### src/rtl/reload_timer_pkg.sv
package reload_timer_pkg;
   localparam int BUS_W        = 32;
   localparam int OFF_START    = 'h0;
   localparam int OFF_COUNT    = 'h4;
   localparam int OFF_CTRL     = 'h8;
   localparam int OFF_ACK      = 'hC;
   localparam int CTRL_EN_POS   = 7;
   localparam int CTRL_PER_POS  = 6;
   localparam int CTRL_FAST_POS = 3;

   typedef struct packed {
      logic en;
      logic periodic;
      logic fast;
   } tmr_ctrl_t;
endpackage

### src/rtl/reload_timer_regs.sv
module reload_timer_regs
   import reload_timer_pkg::*;
#(
   parameter int CNT_W  = 16,
   parameter int ADDR_W = 4
) (
   input  logic                clk,
   input  logic                rst_n,
   input  logic                bus_sel,
   input  logic                bus_wr,
   input  logic [ADDR_W-1:0]   bus_addr,
   input  logic [BUS_W-1:0]    bus_wdata,
   input  logic [CNT_W-1:0]    cnt,
   output logic [CNT_W-1:0]    start_q,
   output tmr_ctrl_t           ctrl_q,
   output logic                wr_start,
   output logic                wr_ctrl,
   output logic                wr_ack,
   output logic [BUS_W-1:0]    bus_rdata
);
   localparam int PAD_W = BUS_W - CNT_W;

   logic            rd;
   logic [BUS_W-1:0] start_ext, cnt_ext, ctrl_ext;
   logic            unused_wdata;

   assign rd       = bus_sel & ~bus_wr;
   assign wr_start = bus_sel & bus_wr & (bus_addr == ADDR_W'(OFF_START));
   assign wr_ctrl  = bus_sel & bus_wr & (bus_addr == ADDR_W'(OFF_CTRL));
   assign wr_ack   = bus_sel & bus_wr & (bus_addr == ADDR_W'(OFF_ACK));
   assign unused_wdata = ^bus_wdata;

   always_ff @(posedge clk) begin
      if (!rst_n) begin
         start_q <= '0;
         ctrl_q  <= '0;
      end else begin
         if (wr_start) start_q <= bus_wdata[CNT_W-1:0];
         if (wr_ctrl) begin
            ctrl_q.en       <= bus_wdata[CTRL_EN_POS];
            ctrl_q.periodic <= bus_wdata[CTRL_PER_POS];
            ctrl_q.fast     <= bus_wdata[CTRL_FAST_POS];
         end
      end
   end

   generate
      if (PAD_W == 0) begin : g_full
         assign start_ext = start_q;
         assign cnt_ext   = cnt;
      end else begin : g_pad
         assign start_ext = {{PAD_W{1'b0}}, start_q};
         assign cnt_ext   = {{PAD_W{1'b0}}, cnt};
      end
   endgenerate

   always_comb begin
      ctrl_ext = '0;
      ctrl_ext[CTRL_EN_POS]   = ctrl_q.en;
      ctrl_ext[CTRL_PER_POS]  = ctrl_q.periodic;
      ctrl_ext[CTRL_FAST_POS] = ctrl_q.fast;
   end

   always_comb begin
      bus_rdata = '0;
      if (rd) begin
         case (bus_addr)
            ADDR_W'(OFF_START): bus_rdata = start_ext;
            ADDR_W'(OFF_COUNT): bus_rdata = cnt_ext;
            ADDR_W'(OFF_CTRL):  bus_rdata = ctrl_ext;
            default:            bus_rdata = '0;
         endcase
      end
   end
endmodule

### src/rtl/reload_timer_count.sv
module reload_timer_count
   import reload_timer_pkg::*;
#(
   parameter int CNT_W = 16
) (
   input  logic             clk,
   input  logic             rst_n,
   input  tmr_ctrl_t        ctrl_q,
   input  logic             tick_fast,
   input  logic             tick_slow,
   input  logic             wr_start,
   input  logic             wr_ctrl,
   input  logic [CNT_W-1:0] start_new,
   input  logic [CNT_W-1:0] start_q,
   output logic [CNT_W-1:0] cnt_q,
   output logic             uflow
);
   logic             tick_sel, step, at_zero;
   logic [CNT_W-1:0] after_uflow;

   assign tick_sel = ctrl_q.fast ? tick_fast : tick_slow;
   assign step     = ctrl_q.en & tick_sel & ~wr_start & ~wr_ctrl;
   assign at_zero  = (cnt_q == '0);
   assign uflow    = step & at_zero;

   assign after_uflow = ctrl_q.periodic ? start_q : {CNT_W{1'b1}};

   always_ff @(posedge clk) begin
      if (!rst_n)        cnt_q <= '0;
      else if (wr_start) cnt_q <= start_new;
      else if (uflow)    cnt_q <= after_uflow;
      else if (step)     cnt_q <= cnt_q - 1'b1;
   end
endmodule

### src/rtl/reload_timer_irq.sv
module reload_timer_irq (
   input  logic clk,
   input  logic rst_n,
   input  logic uflow,
   input  logic wr_ack,
   input  logic wr_ctrl,
   input  logic new_en,
   output logic irq
);
   always_ff @(posedge clk) begin
      if (!rst_n)                          irq <= 1'b0;
      else if (uflow)                      irq <= 1'b1;
      else if (wr_ack || (wr_ctrl && !new_en)) irq <= 1'b0;
   end
endmodule

### src/rtl/reload_timer.sv
module reload_timer
   import reload_timer_pkg::*;
#(
   parameter int CNT_W  = 16,
   parameter int ADDR_W = 4
) (
   input  logic              clk,
   input  logic              rst_n,
   input  logic              bus_sel,
   input  logic              bus_wr,
   input  logic [ADDR_W-1:0] bus_addr,
   input  logic [31:0]       bus_wdata,
   output logic [31:0]       bus_rdata,
   input  logic              tick_fast,
   input  logic              tick_slow,
   output logic              irq
);
   generate
      if (!(CNT_W == 16 || CNT_W == 32)) begin : g_bad_width
         $error("reload_timer: CNT_W must be 16 or 32");
      end
      if (ADDR_W < 4) begin : g_bad_addr
         $error("reload_timer: ADDR_W must be at least 4");
      end
   endgenerate

   logic [CNT_W-1:0] start_q, cnt_q;
   tmr_ctrl_t        ctrl_q;
   logic             wr_start, wr_ctrl, wr_ack, uflow;

   reload_timer_regs #(.CNT_W(CNT_W), .ADDR_W(ADDR_W)) u_regs (
      .clk(clk), .rst_n(rst_n), .bus_sel(bus_sel), .bus_wr(bus_wr),
      .bus_addr(bus_addr), .bus_wdata(bus_wdata), .cnt(cnt_q),
      .start_q(start_q), .ctrl_q(ctrl_q), .wr_start(wr_start),
      .wr_ctrl(wr_ctrl), .wr_ack(wr_ack), .bus_rdata(bus_rdata)
   );

   reload_timer_count #(.CNT_W(CNT_W)) u_count (
      .clk(clk), .rst_n(rst_n), .ctrl_q(ctrl_q), .tick_fast(tick_fast),
      .tick_slow(tick_slow), .wr_start(wr_start), .wr_ctrl(wr_ctrl),
      .start_new(bus_wdata[CNT_W-1:0]), .start_q(start_q),
      .cnt_q(cnt_q), .uflow(uflow)
   );

   reload_timer_irq u_irq (
      .clk(clk), .rst_n(rst_n), .uflow(uflow), .wr_ack(wr_ack),
      .wr_ctrl(wr_ctrl), .new_en(bus_wdata[CTRL_EN_POS]), .irq(irq)
   );
endmodule

### config.mk
export PLATFORM = sky130hd
export DESIGN_NAME = reload_timer
export DESIGN_NICKNAME = d
export VERILOG_FILES = /design/src/rtl/reload_timer_pkg.sv /design/src/rtl/reload_timer_regs.sv /design/src/rtl/reload_timer_count.sv /design/src/rtl/reload_timer_irq.sv /design/src/rtl/reload_timer.sv
export SDC_FILE = /design/constraint.sdc
export NUM_CORES = 1
export LEC_CHECK = 0
export BUFFER_PORTS_ARGS = -buffer_cell sky130_fd_sc_hd__buf_4
export CAP_MARGIN = 20
export CELL_PAD_IN_SITES_DETAIL_PLACEMENT = 1
export CELL_PAD_IN_SITES_GLOBAL_PLACEMENT = 1
export CORE_ASPECT_RATIO = 2
export CORE_MARGIN = 3
export CORE_UTILIZATION = 25
export CTS_BUF_LIST = sky130_fd_sc_hd__clkbuf_16
export DETAILED_ROUTE_END_ITERATION = 8
export PLACE_DENSITY = 0.56
export SYNTH_ARGS = -nofsm -noshare
export SYNTH_HDL_FRONTEND = slang
export SYNTH_SLANG_ARGS = --single-unit
### constraint.sdc
create_clock -name clk -period 1.9 [get_ports clk]
set_input_delay 0.285 -clock clk [delete_from_list [all_inputs] [get_ports clk]]
set_output_delay 0.285 -clock clk [all_outputs]
set_load 0.05 [all_outputs]
==> results of run 1 <==
[worst reg2reg max path, cell delays in order, from the launching register on]
cell,delay (ns)
dfxtp_1,0.31
inv_1,0.09
ha_1,0.16
nor4b_2,0.23
and4_1,0.32
nand3_1,0.12
buf_4,0.18
nor2_1,0.13
a211oi_2,0.06
[metrics by stage]
stage          hold WS (ns)  util, %
2_1_floorplan         0.420        -
3_3_place_gp          0.467     32.2
3_5_place_dp          0.481     32.2
4_1_cts               0.264     33.7
5_1_grt               0.272     33.8
6_report              0.269     33.8
[synthesized netlist by cell type (all sizes together) (6+ instances only)]
| cell type | number |
|---|---|
| nand2 | 41 |
| dfxtp | 36 |
| nor2 | 35 |
| buf | 26 |
| a21boi | 17 |
| o221ai | 16 |
| a22oi | 13 |
| nor3 | 12 |
| a21oi | 9 |
| clkbuf | 9 |
| xor2 | 8 |
| o21ai | 6 |
[worst min path at each step]
stage                     slack (ns)                         endpoint                       startpoint  depth (start not counted)
after detailed placement        0.48   u_regs.start_q[9]$_SDFFE_PN0P_   u_regs.start_q[9]$_SDFFE_PN0P_                          2
after floorplan                 0.42   u_regs.start_q[3]$_SDFFE_PN0P_                     bus_wdata[3]                          2
after global routing            0.27   u_regs.start_q[8]$_SDFFE_PN0P_                     bus_wdata[8]                          3
final                           0.27   u_regs.start_q[9]$_SDFFE_PN0P_                     bus_wdata[9]                          3
after CTS                       0.26   u_regs.start_q[9]$_SDFFE_PN0P_                     bus_wdata[9]                          3
after global placement          0.47  u_regs.start_q[14]$_SDFFE_PN0P_  u_regs.start_q[14]$_SDFFE_PN0P_                          2
[state kept, by name, indices dropped and copies added, names as in the netlist]
signal	cells
u_count.cnt_q	16
u_irq.irq	1
u_regs.ctrl_q	3
u_regs.start_q	16
[per-layer routing]
metal / wire length [um] / vias up / global-route usage [%]
met4: 176 / 0 / 5.81
met3: 288 / 10 / 2.37
met5: 0 / - / 0
met1: 2980 / 1152 / 16.6
li1: - / 1117 / -
met2: 4550 / 49 / 29.9
[area by class of cell]
| class | instances | area, sq um | area share (%) |
|---|---|---|---|
| clock inverters | 3 | 13.8 | 0.446 |
| inverters | 3 | 11.3 | 0.365 |
| clock buffers | 5 | 125 | 4.05 |
| multi-input cells | 229 | 1540 | 49.8 |
| well taps | 102 | 128 | 4.13 |
| flip-flops and latches | 36 | 721 | 23.3 |
| repair buffers | 72 | 553 | 17.9 |
[power groups by stage]
stage / Combinational, uW / Sequential, uW / Clock, uW
2_1_floorplan: 244 / 791 / 0
5_1_grt: 369 / 774 / 849
3_5_place_dp: 340 / 789 / 0
6_report: 338 / 773 / 794
4_1_cts: 342 / 773 / 822
3_3_place_gp: 337 / 789 / 0
[logic make-up after synthesis]
group | after synthesis
and+or+nand+nor | 122
AOI/OAI and AO/OA | 70
buffers and inverters | 38
DFF | 36
xor gates and xnor gates | 13
muxes | 6
adders and majority gates | 2
other | 1
[repair_timing]
item | 4_1_cts | 5_1_grt
gates cloned | 0 | 0
endpoints found under the setup margin | 2 | 15
pin swaps | 0 | 0
gates resized for setup | 1 | 1
==> impl_metrics.json, run 1 <==
{
  "io_pins": 75,
  "grt_usage_pct": 15.7,
  "drcViolationCount": 0,
  "worst-setup-path-type": "primary input to primary output",
  "end_kind": "primary output",
  "clock-sinks": 36,
  "synth_compound_area_share_pct": 23.3,
  "yosys-top-cells-area": "dfxtp_1 30%, nand2_1 6.1%, nor2_1 5.5%",
  "synth-simple-area-share_pct": 28.4,
  "rsz0062_at_grt": "no",
  "skew_ns": 0.00383,
  "max_freq_ghz": 0.574,
  "syn_inst": 288,
  "netSwitchingFraction_pct": 28.2,
  "vias_per_cell": 5.17,
  "synth_top_family_by_area": "simple AND/OR/NAND/NOR gates",
  "grt_max_degree": 37,
  "worstSetupStartpointType": "primary input",
  "p_int_uw": 1370,
  "p_leak_uw": 0.00124,
  "synth-seq-area-share_pct": 30.1,
  "start_util_pct": 26.2,
  "finalMaxSlewViolations": 0,
  "muxShareOfSynthArea_pct": 2.56,
  "critPathLaunch": "bus_addr[2]",
  "synth-xor-area-share_pct": 4.76,
  "hold_path.class": "primary input to flop",
  "die-area_sq_mm": 0.0109,
  "reg2reg_slack_ns": 0.17,
  "layout_common_cells": "71 x buf_4, 39 x nand2_1, 36 x dfxtp_1, 24 x nor2_1",
  "r2r_start": "u_count.cnt_q[0]$_SDFFE_PN0P_",
  "tns_ns": 0,
  "synth_flop_cell": "dfxtp_1",
  "clockPowerShare_pct": 41.7,
  "fin_nets": 391,
  "holdBufCountCts": 0,
  "critical_path_depth": 6,
  "path_delay_family": "buffers and inverters",
  "post_cts_buffers": 0,
  "cts_tree": "built",
  "drtIter0Drc": 115,
  "rows": 49,
  "core-area_sq_mm": 0.00914,
  "routed_wl_mm": 7.99,
  "finalSetupViolations": 0,
  "ir_worst_vdd_mv": 0.362,
  "grt_pass1_vias": 2497,
  "critPathArrivalTime_ns": 1.46,
  "slowest_stage": "buf_4",
  "cts_max_level": 2,
  "place_congestion": 0.792,
  "cts_root_buf": "clkbuf_16",
  "combPwrFrac_pct": 17.8,
  "worstReg2RegEnd": "u_count.cnt_q[11]$_SDFFE_PN0P_",
  "post-route-min-period_ns": 1.74,
  "vias": 2328,
  "synth_area_per_cell_sq_um": 8.31,
  "endpoint": "bus_rdata[12]",
  "pre_cts_ws_ns": -0.0490,
  "fin_cells": 450,
  "p_total_uw": 1910,
  "worst_path_most_repeated_cell": "buf_4",
  "worst_slack_ns": 0.159,
  "clk_latency_ns": 0.28,
  "antenna_found_initial": 0,
  "async_reset_ff_share_pct": 0,
  "firstDrtPassIters": 4,
  "final-hold-violation-count": 0,
  "fillers": 1094,
  "ff2ff_path_depth": 8,
  "crit_chain": "buf_4 > nor4_2 > buf_4 > a22oi_1 > nor2_2 > buf_4",
  "die_x_um": 75.2,
  "antenna_left": 0,
  "syn_area_sq_mm": 0.00239,
  "yosys.area_share.adder_pct": 1.05,
  "max_stage_delay_ns": 0.28,
  "synth_top_cell_area_share_pct": 30.1,
  "timing.critical_path.buf_inv": 3,
  "power.switching_uw": 537,
  "p_per_area_mw_per_mm2": 617,
  "areaGrowthSynthToFinish_pct": 29.1,
  "grt_pass1_wl_mm": 12.8,
  "fp.dieH_um": 144,
  "clk_path_buf_depth": 2,
  "synth_area_leader_cell": "dfxtp_1",
  "seqPwrFrac_pct": 40.6,
  "diodes": 0,
  "grt_overflow": 0,
  "yosys_register_bits": 36,
  "final_common_cell": "buf_4",
  "maxCapViolCount": 0,
  "port-buffer-count": 42,
  "crit_required_ns": 1.62,
  "status": "finished, final reports clean",
  "cts_buffers": 5,
  "dp_cells": 442,
  "ys_types": 49,
  "yosysWarnings": 0,
  "place_hpwl_mm": 5.92,
  "finalInstanceArea_sq_mm": 0.00309,
  "routedWlPerCell_um": 17.8,
  "fin_crit_sh_pct": 91.7,
  "cp_max_fo": 13,
  "clkTransAtPathRegs_ns": 0.06,
  "synth_edf_count": 0,
  "placed_cell_area_sq_mm": 0.00294,
  "final_layout_size_suffix_gt1_share_pct": 32.8
}
No activity file was read; power rests on OpenSTA's default activity.
==> run 2: changes to the inputs <==
==> constraint.sdc (replaced) <==
create_clock -name clk -period 1.9 [get_ports clk]
set_input_delay 0.095 -clock clk [delete_from_list [all_inputs] [get_ports clk]]
set_output_delay 0.095 -clock clk [all_outputs]
set_load 0.05 [all_outputs]
==> impl_metrics.json, run 2 (synthesis gave the netlist of run 1 again) <==
{
  "p_int_uw": 1510,
  "io_pins": 75,
  "worst-setup-path-type": "flop to flop",
  "worstReg2RegEnd": "u_count.cnt_q[13]$_SDFFE_PN0P_",
  "final_util_pct": 33.6,
  "holdPathStages": 3,
  "grt_usage_pct": 15.4,
  "clkTransAtPathRegs_ns": 0.06,
  "final-hold-violation-count": 0,
  "p_leak_uw": 0.00124,
  "finalInstanceArea_sq_mm": 0.00307,
  "status": "finished, final reports clean",
  "hold_end": "u_regs.start_q[3]$_SDFFE_PN0P_",
  "tns_ns": 0,
  "cts_buffers": 5,
  "fin_cells": 448,
  "final_layout_size_suffix_gt1_share_pct": 30.1,
  "post_cts_buffers": 0,
  "cts_root_buf": "clkbuf_16",
  "max_freq_ghz": 0.580,
  "antenna_found_initial": 0,
  "rsz0062_at_grt": "no",
  "hp-start": "bus_wdata[3]",
  "netSwitchingFraction_pct": 27.2,
  "fp.dieH_um": 144,
  "hold_path.class": "primary input to flop",
  "worstSetupStartpointType": "flop",
  "place_congestion": 0.816,
  "start_util_pct": 26.2,
  "grt_max_degree": 37,
  "fin_nets": 389,
  "routed_wl_mm": 7.86,
  "final_common_cell": "buf_4",
  "die_x_um": 75.2,
  "skew_ns": 0.00589,
  "ff2ff_path_depth": 6,
  "firstDrtPassIters": 4,
  "core-area_sq_mm": 0.00914,
  "die-area_sq_mm": 0.0109,
  "end_kind": "flop",
  "clockPowerShare_pct": 46.4,
  "clock-sinks": 36,
  "place_hpwl_mm": 5.91,
  "finalSetupViolations": 0,
  "diodes": 0,
  "r2r_start": "u_regs.ctrl_q[0]$_SDFFE_PN0P_",
  "placed_cell_area_sq_mm": 0.00289,
  "routedWlPerCell_um": 17.5,
  "drcViolationCount": 0,
  "power.switching_uw": 563,
  "vias": 2308,
  "dp_cells": 440,
  "port-buffer-count": 42,
  "areaGrowthSynthToFinish_pct": 28.2,
  "fin_crit_sh_pct": 90.7,
  "cts_tree": "built",
  "cp_max_fo": 16,
  "reg2reg_slack_ns": 0.18,
  "drtIter0Drc": 96,
  "critPathArrivalTime_ns": 1.86,
  "antenna_left": 0,
  "grt_pass1_vias": 2391,
  "ir_worst_vdd_mv": 0.368,
  "clk_path_buf_depth": 2,
  "maxCapViolCount": 0,
  "grt_overflow": 0,
  "crit_required_ns": 2.04,
  "layout_common_cells": "70 x buf_4, 39 x nand2_1, 36 x dfxtp_1, 34 x nor2_1",
  "holdWs_ns": 0.0744,
  "combPwrFrac_pct": 16.3,
  "cts_max_level": 2,
  "grt_pass1_wl_mm": 12.5,
  "largestRegisters": "u_count.cnt_q (16), u_regs.start_q (16), u_regs.ctrl_q (3)",
  "p_per_area_mw_per_mm2": 675,
  "seqPwrFrac_pct": 37.4,
  "finalMaxSlewViolations": 0,
  "post-route-min-period_ns": 1.72,
  "vias_per_cell": 5.15,
  "rows": 49,
  "clk_latency_ns": 0.29
}
[run 2: worst max-delay path by stage]
stage	startpoint	end
finish	u_regs.ctrl_q[0]$_SDFFE_PN0P_	u_count.cnt_q[13]$_SDFFE_PN0P_
global route	u_count.cnt_q[0]$_SDFFE_PN0P_	u_count.cnt_q[12]$_SDFFE_PN0P_
CTS	u_count.cnt_q[0]$_SDFFE_PN0P_	u_count.cnt_q[8]$_SDFFE_PN0P_
detailed placement	u_count.cnt_q[0]$_SDFFE_PN0P_	u_count.cnt_q[8]$_SDFFE_PN0P_
global placement	u_count.cnt_q[0]$_SDFFE_PN0P_	u_count.cnt_q[8]$_SDFFE_PN0P_
floorplan	bus_addr[2]	bus_rdata[10]
[run 2: power by group through the flow]
stage	logic, uW	clock network (uW)	registers (uW)
detailed placement	336	0	790
global route	366	1010	774
CTS	338	991	773
floorplan	243	0	791
finish	337	960	774
global placement	333	0	790
[run 2: per-stage QoR]
stage               total power, uW  worst slack [ns]
finish                         2070             0.177
global route                   2150            0.0130
CTS                            2100           0.00395
detailed placement             1130            0.0136
global placement               1120            0.0368
floorplan                      1030            0.0753
[run 2: repair_timing]
item                       CTS  global route
hold endpoints to repair     0             0
resized for setup            0             3
hold buffers                 0             0
setup endpoints to repair    0            10
[run 2: final cells by class]
| cell class | instances | area [sq um] |
|---|---|---|
| Fill cell | 1086 | 6070 |
| Multi-Input combinational cell | 229 | 1510 |
| Sequential cell | 36 | 721 |
| Timing Repair Buffer | 70 | 526 |
| Tap cell | 102 | 128 |
| Clock buffer | 5 | 125 |
| Clock inverter | 3 | 42.5 |
| Inverter | 3 | 11.3 |
[run 2: critical path, stage by stage (launching register included)]
cell and delay [ns]:
dfxtp_1 0.36, mux2_2 0.37, o211ai_2 0.14, buf_4 0.20
nand2_4 0.16, o221ai_1 0.26, a211oi_1 0.09
[run 2: routing by layer]
layer	wire length, um	global-route usage [%]	vias to the layer above
met1	2930	16.8	1130
met3	331	2.09	5
li1	-	-	1115
met5	0	0	-
met4	109	4.98	0
met2	4480	29.3	58
